### src/rtl/clkdiv_pkg.sv
package clkdiv_pkg;
  localparam int STAT_W    = 8;
  localparam int BUSY_LO   = 3;
  localparam int BUSY_HI   = 4;
  localparam int PRESCALE  = 64;
  localparam int BASE_W    = 5;

  function automatic int field_w(input bit wide);
    return wide ? BASE_W + 1 : BASE_W;
  endfunction

  function automatic int max_ratio(input bit wide);
    return wide ? PRESCALE * ((1 << BASE_W) - 1) : (1 << BASE_W);
  endfunction
endpackage

### src/rtl/clkdiv_decode.sv
module clkdiv_decode #(
  parameter bit WIDE = 1'b0,
  parameter int FW   = 5,
  parameter int CW   = 6
) (
  input  logic [FW-1:0] field_i,
  output logic [CW-1:0] ratio_o
);
  localparam logic [CW-1:0] TOP_RATIO = CW'(2 ** FW);

  generate
    if (WIDE) begin : g_wide
      logic [FW-2:0] low;
      assign low = field_i[FW-2:0];
      always_comb begin
        if (field_i[FW-1]) begin
          if (low == '0) ratio_o = CW'(clkdiv_pkg::PRESCALE);
          else           ratio_o = CW'(low) << 6;
        end else if (low == '0) begin
          ratio_o = TOP_RATIO;
        end else begin
          ratio_o = CW'(low);
        end
      end
    end else begin : g_narrow
      always_comb begin
        if (field_i == '0) ratio_o = TOP_RATIO;
        else               ratio_o = CW'(field_i);
      end
    end
  endgenerate
endmodule

### src/rtl/clkdiv_update.sv
module clkdiv_update #(
  parameter int FW = 5,
  parameter int CW = 6
) (
  input  logic          clk,
  input  logic          rst,
  input  logic          wr_i,
  input  logic [CW-1:0] ratio_i,
  input  logic          tc_i,
  output logic          busy_o,
  output logic [CW-1:0] act_o,
  output logic [CW-1:0] nxt_o
);
  localparam logic [CW-1:0] RESET_RATIO = CW'(2 ** FW);

  logic          pend;
  logic [CW-1:0] pend_n;
  logic          accept, apply;

  assign accept = wr_i & ~pend;
  assign apply  = tc_i & pend;

  always_ff @(posedge clk) begin
    if (rst) begin
      pend   <= 1'b0;
      pend_n <= RESET_RATIO;
      act_o  <= RESET_RATIO;
    end else begin
      if (apply) begin
        act_o <= pend_n;
        pend  <= 1'b0;
      end
      if (accept) begin
        pend   <= 1'b1;
        pend_n <= ratio_i;
      end
    end
  end

  assign busy_o = pend;
  assign nxt_o  = apply ? pend_n : act_o;

  // active ratio only moves at a terminal count
  a_r5_ratio_hold: assert property (@(posedge clk) disable iff (rst)
    !tc_i |=> $stable(act_o));
  // pending ratio leaves busy with the switch
  a_r6_busy_drop: assert property (@(posedge clk) disable iff (rst)
    (pend && tc_i) |=> !pend);
  // writes during busy leave the pending ratio untouched
  a_r7_ignore_busy: assert property (@(posedge clk) disable iff (rst)
    (pend && wr_i) |=> $stable(pend_n));
endmodule

### src/rtl/clkdiv_core.sv
module clkdiv_core #(
  parameter int CW = 6
) (
  input  logic          clk,
  input  logic          rst,
  input  logic [CW-1:0] act_i,
  input  logic [CW-1:0] nxt_i,
  input  logic          en_i,
  output logic          tc_o,
  output logic          clk_o
);
  logic [CW-1:0] cnt, cnt_nxt, half_nxt;
  logic          gate, gate_nxt;

  assign tc_o     = (cnt == act_i - CW'(1));
  assign cnt_nxt  = tc_o ? '0 : cnt + CW'(1);
  assign gate_nxt = tc_o ? en_i : gate;
  assign half_nxt = nxt_i >> 1;

  always_ff @(posedge clk) begin
    if (rst) begin
      cnt   <= '0;
      gate  <= 1'b0;
      clk_o <= 1'b0;
    end else begin
      cnt   <= cnt_nxt;
      gate  <= gate_nxt;
      clk_o <= gate_nxt & (cnt_nxt < half_nxt);
    end
  end

  // last cycle of a period is always low
  a_r4_low_at_tc: assert property (@(posedge clk) disable iff (rst)
    tc_o |-> !clk_o);
  // gate only changes on a period boundary
  a_r8_gate_hold: assert property (@(posedge clk) disable iff (rst)
    !tc_o |=> $stable(gate));
  // no output pulse while the gate is closed
  a_r8_closed_low: assert property (@(posedge clk) disable iff (rst)
    !gate |-> !clk_o);
endmodule

### src/rtl/pclk_gate_div.sv
module pclk_gate_div #(
  parameter bit WIDE_MODE = 1'b0,
  localparam int FW = clkdiv_pkg::field_w(WIDE_MODE),
  localparam int CW = $clog2(clkdiv_pkg::max_ratio(WIDE_MODE) + 1)
) (
  input  logic                          clk,
  input  logic                          rst,
  input  logic                          div_wr_i,
  input  logic [FW-1:0]                 div_data_i,
  input  logic                          en_wr_i,
  input  logic                          en_data_i,
  output logic                          clk_div_o,
  output logic                          en_rb_o,
  output logic [clkdiv_pkg::STAT_W-1:0] stat_o
);
  logic [CW-1:0] ratio, act, nxt;
  logic          busy, tc, en_q;

  clkdiv_decode #(.WIDE(WIDE_MODE), .FW(FW), .CW(CW)) u_dec (
    .field_i (div_data_i),
    .ratio_o (ratio)
  );

  clkdiv_update #(.FW(FW), .CW(CW)) u_upd (
    .clk     (clk),
    .rst     (rst),
    .wr_i    (div_wr_i),
    .ratio_i (ratio),
    .tc_i    (tc),
    .busy_o  (busy),
    .act_o   (act),
    .nxt_o   (nxt)
  );

  clkdiv_core #(.CW(CW)) u_core (
    .clk   (clk),
    .rst   (rst),
    .act_i (act),
    .nxt_i (nxt),
    .en_i  (en_q),
    .tc_o  (tc),
    .clk_o (clk_div_o)
  );

  always_ff @(posedge clk) begin
    if (rst)          en_q <= 1'b0;
    else if (en_wr_i) en_q <= en_data_i;
  end

  assign en_rb_o = en_q;

  always_comb begin
    stat_o = '0;
    stat_o[clkdiv_pkg::BUSY_LO] = busy;
    stat_o[clkdiv_pkg::BUSY_HI] = busy;
  end

  // readback follows an enable write one cycle later
  a_r8_readback: assert property (@(posedge clk) disable iff (rst)
    en_wr_i |=> (en_rb_o == $past(en_data_i)));
  // an accepted write raises busy
  a_r6_busy_rise: assert property (@(posedge clk) disable iff (rst)
    (div_wr_i && !busy) |=> stat_o[clkdiv_pkg::BUSY_HI]);
endmodule

### config.mk
export PLATFORM = sky130hd
export DESIGN_NAME = pclk_gate_div
export DESIGN_NICKNAME = d
export VERILOG_FILES = /design/src/rtl/clkdiv_pkg.sv /design/src/rtl/clkdiv_decode.sv /design/src/rtl/clkdiv_update.sv /design/src/rtl/clkdiv_core.sv /design/src/rtl/pclk_gate_div.sv
export SDC_FILE = /design/constraint.sdc
export NUM_CORES = 1
export LEC_CHECK = 0
export BUFFER_PORTS_ARGS = -buffer_cell sky130_fd_sc_hd__buf_2
export CAP_MARGIN = 20
export CORE_MARGIN = 8
export CORE_UTILIZATION = 40
export CTS_CLUSTER_SIZE = 20
export DETAILED_ROUTE_END_ITERATION = 8
export HOLD_SLACK_MARGIN = 0.08
export MAX_ROUTING_LAYER = met4
export PLACE_DENSITY = 0.61
export REMOVE_ABC_BUFFERS = 1
export SLEW_MARGIN = 15
export SYNTH_ARGS = -nofsm -noshare
export SYNTH_HDL_FRONTEND = slang
export SYNTH_HIERARCHICAL = 1
export SYNTH_SLANG_ARGS = --single-unit
export TNS_END_PERCENT = 20
### constraint.sdc
create_clock -name clk -period 4.05 [get_ports clk]
set_input_delay 1.0125 -clock clk [delete_from_list [all_inputs] [get_ports clk]]
set_output_delay 1.0125 -clock clk [all_outputs]
set_load 0.005 [all_outputs]
==> impl_metrics.yaml, run 1 <==
status:
  status: "finished clean"
cells_and_area:
  layout.cells.non_filler: 198
  fin_area_sq_mm: 0.001430
  num_antenna_cells: 0
  finalCoreUtilization_pct: 43.54
  drive_above_1_share_pct: 17.76
  nets: 169
  syn_to_final_growth_pct: 6.128
  fill_cells: 334
worst_setup_path:
  critical_path_class: "register to register"
  setup.worst_path.start_class: "register"
  reg2reg_depth: 16
  cp_slowest_cell: "dfxtp_1"
  path_delay_family: "compound AO/OA/AOI/OAI gates"
  path_depth: 16
  reg2reg_slack_ns: 0.73
  critPathCapture: "u_core/clk_o"
  cp-startpoint: "u_upd/act_o[0]"
  r2r-end: "u_core/clk_o"
  path_cells: "inv_1 > ha_1 > nand2b_1 > a21o_1 > a31oi_1 > nor3_4 > buf_4 > nand2_2 > mux2_2 > inv_1 > ha_1 > a21o_1 > a211oi_1 > o21a_1 > nand4_1 > mux2i_1"
  end_kind: "register"
  critPathRequiredTime_ns: 4.31
  crit_buf_inv: 3
  cp.arrival_ns: 3.58
  r2r-start: "u_upd/act_o[0]"
  path_max_fanout: 14
  slowest_delay_ns: 0.42
global_route:
  grt_usage_pct: 9.119
  antenna_found_initial: 0
  grt_overflow_total: 0
  gr-max-usage-layer: "met2"
  grtUsageMet3_pct: 2.156
  grt_max_degree: 30
  grt_pass1_vias: 911
  grt_first_pass_wirelength_mm: 3.884
  use_met1_pct: 10.46
  met2_usage_pct: 14.75
min_path:
  hold_class: "register to register"
  holdPathStages: 2
die:
  start_util_pct: 41.03
  fp.dieH_microns: 74.04
  die_w_microns: 74.04
  coreArea_sq_mm: 0.003284
  dieArea_sq_mm: 0.005482
  io_pins: 20
  num_rows: 21
synth:
  netlist_area_sq_mm: 0.001348
  netlist_instances: 147
  syn_avg_cell_area_sq_um: 9.167
  ys_warn_count: 6
sta:
  rsz0062_at_grt: "false"
  setup_viol: 0
  fin_skew_ns: 0.01463
  period_needed_ns: 3.320
  finalHoldViolCount: 0
  worst_hold_slack_ns: 0.4930
  finalCritPeriodShare_pct: 81.97
  clock.fmax_mhz: 301.2
  drv_slew: 0
  setup-tns-final_ns: 0
  setup_slack_ns: 0.7301
clocking:
  clock-sinks: 22
  cts_setup_buffers: 0
  clockRootBuffer: "clkbuf_4"
  clkTransAtPathRegs_ns: 0.14
  cts_buffer_depth: 2
  clk_latency_ns: 0.31
  cts_resized: 0
  htreeDepth: 1
  cts_hold_buffers: 0
  cts-buffers-inserted: 3
  cts_tree: "done"
power:
  peakVddDrop_v: 0.0001808
  leakage_nw: 0.6338
  powerDensity_mw_per_mm2: 311.9
  power_mw: 0.4461
detailed_routing:
  avgRoutedWirePerCell_microns: 12.36
  ant_nets: 0
  first_iter_violations: 21
  vias_per_cell: 4.859
  first_pass_iters: 4
  vias: 962
  wirelength_mm: 2.447
  drc_errors: 0
flow_run:
  maxCapViolCount: 0
place:
  place_congestion: 0.8130
  place_inst: 194
  portBuffers: 13
  place_hpwl_mm: 1.898
  dpl-instance-area_sq_mm: 0.001378
  pre_cts_slack_ns: 0.7387
==> cells in the final DEF (no fill, tap or decap), types with 2 or more instances in the layout <==
| cell type | count |
|---|---|
| nor2b_1 | 3 |
| a21o_1 | 2 |
| clkbuf_4 | 3 |
| mux2_2 | 2 |
| dfxtp_1 | 22 |
| or4_1 | 2 |
| mux2i_1 | 10 |
| nor2_1 | 9 |
| xor2_1 | 6 |
| buf_2 | 13 |
| nand3_1 | 5 |
| o21ai_0 | 4 |
| nand2b_1 | 14 |
| nor3_1 | 6 |
| xnor2_1 | 5 |
| nand4bb_1 | 4 |
| conb_1 | 6 |
| nand2_1 | 3 |
| inv_1 | 7 |
| mux2_4 | 3 |
| ha_1 | 6 |
==> power by group <==
| part | internal (mW) | switching (mW) |
|---|---|---|
| Sequential | 0.225 | 0.00849 |
| Clock | 0.100 | 0.0686 |
| Combinational | 0.0230 | 0.0213 |
==> sequential cells by signal, summed over array words and instances (netlist names) <==
register and count:
u_upd/pend_n 6, en_rb_o 1, u_core/clk_o 1, u_core/cnt 6, u_upd/busy_o 1, u_core/gate 1
u_upd/act_o 6
==> tightest hold or removal path: stages (launching register included) <==
cell,delay (ns)
dfxtp_1,0.34
nand4_1,0.06
mux2i_1,0.06
==> cell type report <==
type,instances,area (sq um),share of cell area (%)
Tap cell,46,57.56,4.025
Clock buffer,3,22.52,1.575
Sequential cell,22,440.4,30.80
Inverter,7,26.28,1.837
Clock inverter,1,30.03,2.100
Timing Repair Buffer,14,72.57,5.074
Multi-Input combinational cell,105,780.7,54.59
==> per-layer routing <==
layer / up-vias / wire length [microns]
met3: 4 / 73
met2: 14 / 1204
met4: 0 / 26
met1: 451 / 1143
met5: - / 0
li1: 493 / -
==> worst min-delay path by stage <==
| stage | start | end | slack [ns] |
|---|---|---|---|
| after CTS | u_core/gate | u_core/clk_o | 0.50 |
| final | u_core/gate | u_core/clk_o | 0.49 |
| after detailed placement | u_core/gate | u_core/clk_o | 0.48 |
| after global placement | u_core/gate | u_core/gate | 0.47 |
| after floorplan | u_core/gate | u_core/gate | 0.45 |
| after global routing | u_core/gate | u_core/clk_o | 0.51 |
Note: power is estimated with default switching activity, not from simulation.
==> inputs of run 2 (changes only) <==
--- a/config.mk
+++ b/config.mk
@@ -13,7 +13,7 @@
 export DETAILED_ROUTE_END_ITERATION = 8
 export HOLD_SLACK_MARGIN = 0.08
 export MAX_ROUTING_LAYER = met4
-export PLACE_DENSITY = 0.61
+export PLACE_DENSITY = 0.64
 export REMOVE_ABC_BUFFERS = 1
 export SLEW_MARGIN = 15
 export SYNTH_ARGS = -nofsm -noshare
==> constraint.sdc (replaced) <==
create_clock -name clk -period 2.85 [get_ports clk]
set_input_delay 0.7125 -clock clk [delete_from_list [all_inputs] [get_ports clk]]
set_output_delay 0.7125 -clock clk [all_outputs]
set_load 0.005 [all_outputs]
==> run 2 against run 1 <==
Compared with the run above:
- clock power decreased by 20%
- largest cell class unchanged
- power increased by 19%
- sequential power increased by 42%
- critical path type unchanged
==> impl_metrics.yaml, run 2 (synthesis gave the netlist of run 1 again) <==
detailed_routing:
  vias_per_cell: 4.835
  wirelength_mm: 2.657
  avgRoutedWirePerCell_microns: 12.90
  ant_nets: 0
  first_iter_violations: 47
  first_pass_iters: 4
  drc_errors: 0
  vias: 996
sta:
  finalHoldViolCount: 0
  setup_viol: 0
  finalCritPeriodShare_pct: 97.49
  rsz0062_at_grt: "true"
  fin_skew_ns: 0.01011
  clock.fmax_mhz: 359.9
  period_needed_ns: 2.778
  drv_slew: 0
global_route:
  grt_overflow_total: 0
  grt_max_degree: 30
  antenna_found_initial: 0
  grt_pass1_vias: 1010
  grt_first_pass_wirelength_mm: 4.422
  grt_usage_pct: 10.48
die:
  num_rows: 21
  dieArea_sq_mm: 0.005482
  die_w_microns: 74.04
  io_pins: 20
  coreArea_sq_mm: 0.003284
  fp.dieH_microns: 74.04
  start_util_pct: 41.03
cells_and_area:
  fin_area_sq_mm: 0.001602
  syn_to_final_growth_pct: 18.85
  drive_above_1_share_pct: 33.13
  nets: 178
  num_antenna_cells: 0
  layout_common_cells: "dfxtp_1 (20), buf_2 (13), nand2b_1 (13), mux2i_1 (10), buf_4 (9)"
  layout_commonest_cell: "dfxtp_1"
  finalCoreUtilization_pct: 48.76
  biggestRegsByFlops: "u_core/cnt: 6 flops, u_upd/act_o: 6 flops, u_upd/pend_n: 6 flops"
clocking:
  clock-sinks: 22
  htreeDepth: 1
  cts_tree: "done"
  clockRootBuffer: "clkbuf_4"
  clkTransAtPathRegs_ns: 0.12
  clk_latency_ns: 0.30
  cts_buffer_depth: 2
  cts_hold_buffers: 0
  cts-buffers-inserted: 3
power:
  powerDensity_mw_per_mm2: 332.7
  p_seq_share_pct: 62.1
  p_sw_mw: 0.1311
  pwr-share-clk_pct: 25.3
  peakVddDrop_v: 0.0001963
  leakage_nw: 0.7086
  switching_share_pct: 24.61
  pwr-share-comb_pct: 12.6
  p_int_mw: 0.4016
worst_setup_path:
  r2r-end: "u_core/clk_o"
  reg2reg_depth: 13
  end_kind: "register"
  critical_path_class: "register to register"
  path_cells: "or4_4 > nor2_4 > xnor2_2 > nor3_4 > nand2_2 > mux2_4 > inv_4 > ha_4 > a21o_1 > a211oi_2 > o21a_1 > nand4_1 > mux2i_1"
  critPathRequiredTime_ns: 3.09
  slowest_delay_ns: 0.54
  setup.worst_path.start_class: "register"
  r2r-start: "u_upd/act_o[0]"
  reg2reg_slack_ns: 0.07
  cp.arrival_ns: 3.02
  path_max_fanout: 5
  cp_slowest_cell: "or4_4"
place:
  place_hpwl_mm: 1.977
  place_congestion: 0.8333
  dpl-instance-area_sq_mm: 0.001438
  portBuffers: 13
min_path:
  hold_start: "u_core/gate"
  holdPathStages: 2
  hold_class: "register to register"
  holdPathEnd: "u_core/gate"
flow_run:
  maxCapViolCount: 0
status:
  status: "finished clean"
[run 2: what timing repair did]
action / 4_1_cts / 5_1_grt
gates resized for setup: 17 / 12
setup endpoints to repair: 1 / 1
buffers inserted: 2 / 0
pin swaps: 8 / 11
gates cloned: 0 / 0
[run 2: area by class of cell]
cell class	count	area, sq um
fill	315	1683
sequential	22	445.4
inverter	7	31.28
tap	46	57.56
multi-input combinational	105	900.9
timing repair buffer	23	143.9
clock buffer	3	22.52
[run 2: worst max path at each step]
| stage | from | end | depth (start not counted) |
|---|---|---|---|
| after floorplan | u_upd/act_o[2] | u_core/clk_o | 12 |
| after global placement | u_upd/act_o[0] | u_core/clk_o | 15 |
| after detailed placement | u_upd/act_o[0] | u_core/clk_o | 15 |
| after CTS | u_upd/act_o[0] | u_core/clk_o | 13 |
| after global routing | u_upd/act_o[1] | u_core/clk_o | 15 |
| final | u_upd/act_o[0] | u_core/clk_o | 13 |
[run 2: routing by layer]
| metal | up-vias | part of all wire, % | global-route usage, % | wire length, microns |
|---|---|---|---|---|
| met5 | - | 0 | - | 0 |
| met1 | 470 | 49 | 13.02 | 1292 |
| met4 | 0 | 0.64 | 2.661 | 17 |
| met3 | 2 | 2.5 | 2.022 | 66 |
| li1 | 510 | - | - | - |
| met2 | 14 | 48 | 16.89 | 1280 |
[run 2: power by group through the flow]
stage | Combinational (mW) | Sequential [mW] | Clock (mW)
finish | 0.0671 | 0.331 | 0.135
detailed placement | 0.0628 | 0.339 | 0
global placement | 0.0604 | 0.338 | 0
floorplan | 0.0404 | 0.335 | 0
CTS | 0.0665 | 0.332 | 0.140
global route | 0.0746 | 0.333 | 0.153
[run 2: through the flow]
stage          instances  hold slack [ns]  total power, mW    TNS, ns  setup slack, ns
6_report             206           0.4944           0.5328          0          0.07151
5_1_grt              206           0.5270           0.5610   -0.09561         -0.09561
4_1_cts              206           0.4969           0.5379          0          0.05317
3_5_place_dp         202           0.4779           0.4013    -0.1176          -0.1176
3_3_place_gp         202           0.4718           0.3986  -0.007809        -0.007809
2_1_floorplan        134           0.4484           0.3759    -0.3249          -0.3249
[run 2: worst max-delay path: cells and delay by family (launching register included)]
family | cells | cell delay [ns]
flops | 1 | 0.35
buf+inv | 1 | 0.06
mux | 2 | 0.46
fa+ha+maj | 1 | 0.19
compound gates | 3 | 0.56
simple gates | 5 | 1.02
xor+xnor | 1 | 0.09
